[src/rtl/sdram_mode_pkg.sv]
// Shared types for the mode decoder and burst sequencer.
// Assumes a 12-bit mode word with fixed field positions.
package sdram_mode_pkg;

    localparam int MODE_W = 12;

    typedef enum logic [2:0] {
        BLEN_1    = 3'd0,
        BLEN_2    = 3'd1,
        BLEN_4    = 3'd2,
        BLEN_8    = 3'd3,
        BLEN_PAGE = 3'd7
    } blen_e;

    typedef struct packed {
        logic        single_wr;
        logic [1:0]  cas_lat;
        logic        interleave;
        blen_e       blen;
    } mode_t;

    localparam mode_t MODE_RESET = '{
        single_wr:  1'b0,
        cas_lat:    2'd2,
        interleave: 1'b0,
        blen:       BLEN_1
    };

endpackage

[src/rtl/sdram_mode_decode.sv]
// Splits a raw mode word into fields and reports whether every field uses
// a permitted code. Purely combinational; the fields are only meaningful
// when legal_o is high.
module sdram_mode_decode
    import sdram_mode_pkg::*;
(
    input  logic [MODE_W-1:0] word_i,
    output mode_t             mode_o,
    output logic              legal_o
);

    logic [3:0] wr_code;
    logic [2:0] cl_code;
    logic [2:0] bl_code;
    logic       wr_ok, cl_ok, bl_ok, rsv_ok;

    // Field extraction and per-field legality
    always_comb begin
        wr_code = word_i[11:8];
        cl_code = word_i[6:4];
        bl_code = word_i[2:0];
        wr_ok   = (wr_code == 4'b0000) || (wr_code == 4'b0010);
        rsv_ok  = ~word_i[7];
        cl_ok   = (cl_code == 3'd1) || (cl_code == 3'd2) || (cl_code == 3'd3);
        bl_ok   = (bl_code <= 3'd3) || ((bl_code == 3'd7) && ~word_i[3]);
        legal_o = wr_ok & rsv_ok & cl_ok & bl_ok;
    end

    // Decoded mode fields
    always_comb begin
        mode_o.single_wr  = wr_code[1];
        mode_o.cas_lat    = cl_code[1:0];
        mode_o.interleave = word_i[3];
        mode_o.blen       = blen_e'(bl_code);
    end

endmodule

[src/rtl/sdram_mode_store.sv]
// Holds the active mode. A legal word replaces it on a mode-set strobe; an
// illegal one is dropped and produces a one-cycle error pulse.
module sdram_mode_store
    import sdram_mode_pkg::*;
(
    input  logic  clk,
    input  logic  rst_n,
    input  logic  mrs_i,
    input  logic  legal_i,
    input  mode_t mode_i,
    output mode_t mode_o,
    output logic  err_o
);

    // Mode register update with synchronous reset to the default mode
    always_ff @(posedge clk) begin
        if (!rst_n) begin
            mode_o <= MODE_RESET;
        end else if (mrs_i && legal_i) begin
            mode_o <= mode_i;
        end
    end

    // Error pulse for a rejected mode word
    always_ff @(posedge clk) begin
        if (!rst_n) begin
            err_o <= 1'b0;
        end else begin
            err_o <= mrs_i & ~legal_i;
        end
    end

endmodule

[src/rtl/sdram_burst_gen.sv]
// Generates one column address per cycle for an accepted command.
// Assumes COL_W >= 3 and a power-of-two page. A new command replaces any
// burst in flight.
module sdram_burst_gen
    import sdram_mode_pkg::*;
#(
    parameter int COL_W = 9
) (
    input  logic             clk,
    input  logic             rst_n,
    input  logic             start_i,
    input  logic             is_wr_i,
    input  logic [COL_W-1:0] col_i,
    input  mode_t            mode_i,
    output logic [COL_W-1:0] col_o,
    output logic             vld_o,
    output logic             last_o
);

    localparam logic [COL_W-1:0] IDX_PAGE = '1;

    logic [COL_W-1:0] len_mask;
    logic [COL_W-1:0] base_q;
    logic [COL_W-1:0] idx_q;
    logic [COL_W-1:0] mask_q;
    logic             ilv_q;
    logic             act_q;
    logic             at_end;

    // Final beat index (burst length - 1) for the command being accepted
    always_comb begin
        unique case (mode_i.blen)
            BLEN_1:    len_mask = '0;
            BLEN_2:    len_mask = COL_W'(1);
            BLEN_4:    len_mask = COL_W'(3);
            BLEN_8:    len_mask = COL_W'(7);
            BLEN_PAGE: len_mask = IDX_PAGE;
            default:   len_mask = '0;
        endcase
        if (is_wr_i && mode_i.single_wr) begin
            len_mask = '0;
        end
    end

    assign at_end = (idx_q == mask_q);

    // Burst state: start, beat counter and completion
    always_ff @(posedge clk) begin
        if (!rst_n) begin
            act_q  <= 1'b0;
            idx_q  <= '0;
            base_q <= '0;
            mask_q <= '0;
            ilv_q  <= 1'b0;
        end else if (start_i) begin
            act_q  <= 1'b1;
            idx_q  <= '0;
            base_q <= col_i;
            mask_q <= len_mask;
            ilv_q  <= mode_i.interleave;
        end else if (act_q) begin
            if (at_end) begin
                act_q <= 1'b0;
            end else begin
                idx_q <= idx_q + COL_W'(1);
            end
        end
    end

    // Column for the current beat in the selected order
    always_comb begin
        if (ilv_q) begin
            col_o = base_q ^ idx_q;
        end else begin
            col_o = (base_q & ~mask_q) | ((base_q + idx_q) & mask_q);
        end
    end

    assign vld_o  = act_q;
    assign last_o = act_q & at_end;

endmodule

[src/rtl/sdram_mode_seq.sv]
// Top level: mode word capture and column burst sequencing.
// A mode-set strobe takes priority over an access in the same cycle, and a
// write takes priority over a read. FULL_PAGE_COLS must be a power of two
// and at least 8.
module sdram_mode_seq
    import sdram_mode_pkg::*;
#(
    parameter int FULL_PAGE_COLS = 512,
    localparam int COL_W = $clog2(FULL_PAGE_COLS)
) (
    input  logic              clk,
    input  logic              rst_n,
    input  logic              mrs_i,
    input  logic              rd_i,
    input  logic              wr_i,
    input  logic [MODE_W-1:0] addr_i,
    input  logic [COL_W-1:0]  col_i,
    output logic [COL_W-1:0]  col_o,
    output logic              col_vld_o,
    output logic              last_o,
    output logic              mode_err_o,
    output logic [1:0]        cas_lat_o
);

    mode_t dec_mode;
    mode_t cur_mode;
    logic  dec_legal;
    logic  cmd_go;

    // Access accepted only when no mode set is pending
    assign cmd_go = (rd_i | wr_i) & ~mrs_i;

    sdram_mode_decode u_dec (
        .word_i  (addr_i),
        .mode_o  (dec_mode),
        .legal_o (dec_legal)
    );

    sdram_mode_store u_store (
        .clk     (clk),
        .rst_n   (rst_n),
        .mrs_i   (mrs_i),
        .legal_i (dec_legal),
        .mode_i  (dec_mode),
        .mode_o  (cur_mode),
        .err_o   (mode_err_o)
    );

    sdram_burst_gen #(.COL_W(COL_W)) u_gen (
        .clk     (clk),
        .rst_n   (rst_n),
        .start_i (cmd_go),
        .is_wr_i (wr_i),
        .col_i   (col_i),
        .mode_i  (cur_mode),
        .col_o   (col_o),
        .vld_o   (col_vld_o),
        .last_o  (last_o)
    );

    assign cas_lat_o = cur_mode.cas_lat;

endmodule

[config.mk]
export PLATFORM = sky130hd
export DESIGN_NAME = sdram_mode_seq
export DESIGN_NICKNAME = d
export VERILOG_FILES = /design/src/rtl/sdram_mode_pkg.sv /design/src/rtl/sdram_mode_decode.sv /design/src/rtl/sdram_mode_store.sv /design/src/rtl/sdram_burst_gen.sv /design/src/rtl/sdram_mode_seq.sv
export SDC_FILE = /design/constraint.sdc
export NUM_CORES = 1
export LEC_CHECK = 0
export ABC_AREA = 0
export ABC_CLOCK_PERIOD_IN_PS = 2200
export BUFFER_PORTS_ARGS = -buffer_cell sky130_fd_sc_hd__clkbuf_2
export CAP_MARGIN = 20
export CORE_UTILIZATION = 30
export DETAILED_ROUTE_END_ITERATION = 10
export GPL_TIMING_DRIVEN = 0
export PLACE_DENSITY = 0.49
export SYNTH_ARGS = -nofsm -noshare
export SYNTH_HDL_FRONTEND = slang
export SYNTH_SLANG_ARGS = --single-unit
export TNS_END_PERCENT = 50
[constraint.sdc]
create_clock -name clk -period 2.2 [get_ports clk]
set_input_delay 0.33 -clock clk [delete_from_list [all_inputs] [get_ports clk]]
set_output_delay 0.33 -clock clk [all_outputs]
set_load 0.02 [all_outputs]
==> flow_summary.yaml <==
power_and_ir_drop:
  p_comb_share_pct: 12.9
  p_leak_nw: 1.06
  netSwitchingFraction_pct: 25.7
  pwr_density_cell_mw_per_mm2: 502
  power_mw: 1.23
  seqPwrFrac_pct: 48.8
  peakVddDrop_uv: 353
  intPower_mw: 0.912
  netSwitchingPower_mw: 0.316
  clkPwrFrac_pct: 38.3
floorplan:
  die_w_um: 81.4
  row_count: 28
  dieArea_sq_mm: 0.00663
  core_sq_mm: 0.00599
  die_y_um: 81.4
  ioPinCount: 40
  start_util_pct: 31.6
cells_and_area:
  areaGrowthSynthToFinish_pct: 29.3
  finish.utilization_pct: 40.8
  n_fill_cell: 617
  drive_gt1_share_pct: 30.6
  antenna_cells: 0
  fin_nets: 313
critical_path:
  path_class: "reg -> out"
  startpoint_type: "flop"
  crit_arrival_ns: 2.35
  worst_ep_required_time_ns: 1.87
  critical_path.max_fanout: 3
  cp-end-kind: "output port"
sta:
  worstMarginPinSlew_ns: 0.712
  min_period_ns: 2.68
  finalClockSkew_ns: 0.00499
  slew_headroom_pct: 52.0
  fin_crit_sh_pct: 122
  hold_ws_ns: 0.244
  fin_ws_ns: -0.485
  slew_viol_final: 0
  hold_viol: 0
  setup_viol_count_final: 7
  setup-tns-final_ns: -1.74
  rsz0062_at_grt: "yes"
  max_freq_mhz: 372
global_routing:
  grt_pass1_wl_um: 8140
  use_met2_pct: 25.9
  grt_use_met1_pct: 21.5
  grt_max_degree: 11
  grt_usage_pct: 16.1
  overflow: 0
  met3_usage_pct: 3.56
  antenna_found_initial: 0
  top_usage_layer: "met2"
  first_global_vias: 1683
clock_tree:
  h-tree-depth: 2
  clkLatencyLatePin_ns: 0.28
  cts_tree: "yes"
  cts-root-buf: "clkbuf_8"
  path_clk_slew_ns: 0.07
  cts_sinks: 32
  numCtsBuffers: 5
  clk_path_buf_depth: 2
synth:
  synthCells: 224
  ys.flop_type: "dfxtp_1"
  yosys_warnings: 0
  syn_area_sq_mm: 0.00189
  ys_ff_latch: 32
  ys_seq_area_share_pct: 33.9
  async_flop_share_pct: 0
  synth-edff-count: 0
  avgSynthCellArea_sq_um: 8.45
  yosys.cell_types.count: 45
  syn_nets: 260
routing:
  viasPerCell: 5.03
  drtPass1Iterations: 4
  drc_errors: 0
  wl_per_cell_um: 13.5
  num_vias: 1774
  drtAntennaViolNets: 0
  wl_um: 4760
  drt-initial-drc-count: 86
placed_design:
  dp_slack_ns: -0.276
  hpwl_um: 3490
  gp_congestion: 0.755
  portBuffers: 39
status:
  violations: "setup timing"
  outcome: "complete, but fails checks"
run:
  cap_viol_max_count: 0
worst_hold_path:
  min_path_type: "in -> reg"
==> cells by family after synthesis <==
| family | synth area share, % |
|---|---|
| adder cells (fa/ha/maj) | 7.54 |
| XOR/XNOR | 4.63 |
| multiplexers | 4.83 |
| AND/OR/NAND/NOR | 20.6 |
| flip-flops | 33.9 |
| AO/OA/AOI/OAI | 22.8 |
| buffers and inverters | 5.75 |
==> repair_timing <==
| item | in CTS | in global routing |
|---|---|---|
| endpoints found under the setup margin | 9 | 8 |
| resized for setup | 19 | 10 |
| hold endpoints to repair | 0 | 0 |
| setup buffers | 6 | 2 |
| pin swaps | 11 | 6 |
| hold buffers | 0 | 0 |
==> critical path, cell delays in order (launching register included) <==
cell	delay [ns]
dfxtp_2	0.35
ha_4	0.14
inv_2	0.03
fa_2	0.38
nor2b_4	0.14
o2111ai_2	0.16
buf_4	0.18
a21oi_2	0.14
nor4_1	0.09
a41oi_2	0.17
nand4_1	0.12
clkbuf_8	0.16
==> power groups by stage <==
stage	registers, mW	clock network, mW	logic, mW
after floorplan	0.614	0	0.0871
after global placement	0.615	0	0.144
after detailed placement	0.615	0	0.146
after CTS	0.599	0.488	0.157
after global routing	0.601	0.510	0.176
final	0.600	0.470	0.158
==> per-layer routing <==
layer  vias to the layer above  wire, um
li1                        918         -
met1                       817      2430
met2                        31      2150
met3                         8       136
met4                         0        51
met5                         -         0
==> registers in the layout, indices dropped and copies added (netlist names) <==
signal          count
u_gen.vld_o         1
u_gen.idx_q         9
u_gen.mask_q        4
u_gen.base_q        9
u_gen.ilv_q         1
u_store.err_o       1
u_store.mode_o      7
==> final cells by class <==
| type | instances | area, sq um | share of cell area [%] |
|---|---|---|---|
| Sequential cell | 32 | 652 | 26.6 |
| Multi-Input combinational cell | 169 | 1220 | 50.1 |
| Tap cell | 75 | 93.8 | 3.84 |
| Clock inverter | 2 | 10.0 | 0.409 |
| Inverter | 12 | 45.0 | 1.84 |
| Buffer | 11 | 63.8 | 2.61 |
| Timing Repair Buffer | 46 | 274 | 11.2 |
| Clock buffer | 6 | 82.6 | 3.38 |
==> synth_stat cells (2+ instances only) <==
library cell / count / area [sq um]
a21o_1: 5 / 37.5
a21oi_1: 15 / 75.1
a22o_1: 8 / 70.1
a31oi_1: 2 / 12.5
a41oi_1: 2 / 17.5
and2_1: 3 / 18.8
and3_1: 2 / 12.5
buf_4: 4 / 30.0
clkbuf_1: 6 / 22.5
dfxtp_1: 32 / 641
ha_1: 9 / 113
inv_1: 12 / 45.0
mux2i_1: 8 / 80.1
nand2_1: 13 / 48.8
nand2b_1: 2 / 12.5
nand3_1: 7 / 35.0
nand4_1: 8 / 50.1
nor2_1: 22 / 82.6
nor2b_1: 7 / 43.8
nor3_1: 3 / 15.0
nor4_1: 4 / 25.0
o21a_1: 3 / 22.5
o21ai_0: 14 / 70.1
o22a_1: 2 / 17.5
o22ai_1: 2 / 12.5
o31ai_1: 2 / 15.0
xnor2_1: 3 / 26.3
xor2_1: 7 / 61.3
==> final timing paths <==
check	start	slack, ns	endpoint	cells past startpoint
worst max-delay path	u_gen.base_q[0]	-0.48	col_o[8]	11
worst min-delay path	col_i[8]	0.24	u_gen.base_q[8]	3
worst max register to register	u_gen.idx_q[8]	0.28	u_gen.idx_q[6]	7
worst min register to register	u_store.mode_o[5]	0.48	u_store.mode_o[5]	2
==> through the flow <==
stage,cells,area [sq um]
2_1_floorplan,224,1930
3_3_place_gp,338,2220
3_5_place_dp,338,2220
4_1_cts,352,2420
5_1_grt,353,2450
6_report,353,2450
==> cells in the final DEF, fill, tap and decap left out, drive strengths merged, types with 2 or more instances in the layout <==
cell     count
a21o         5
a21oi       15
a22o         8
a31oi        2
a41oi        2
and2         3
and3         2
buf         15
clkbuf      48
clkinv       2
dfxtp       32
ha           9
inv         12
mux2i        8
nand2       13
nand2b       2
nand3        7
nand4        9
nor2        22
nor2b        7
nor3         3
nor4         5
o2111ai      2
o21a         3
o21ai       15
o22a         2
o22ai        2
o31ai        2
xnor2        3
xor2         7
(Power assumes the default switching activity.)
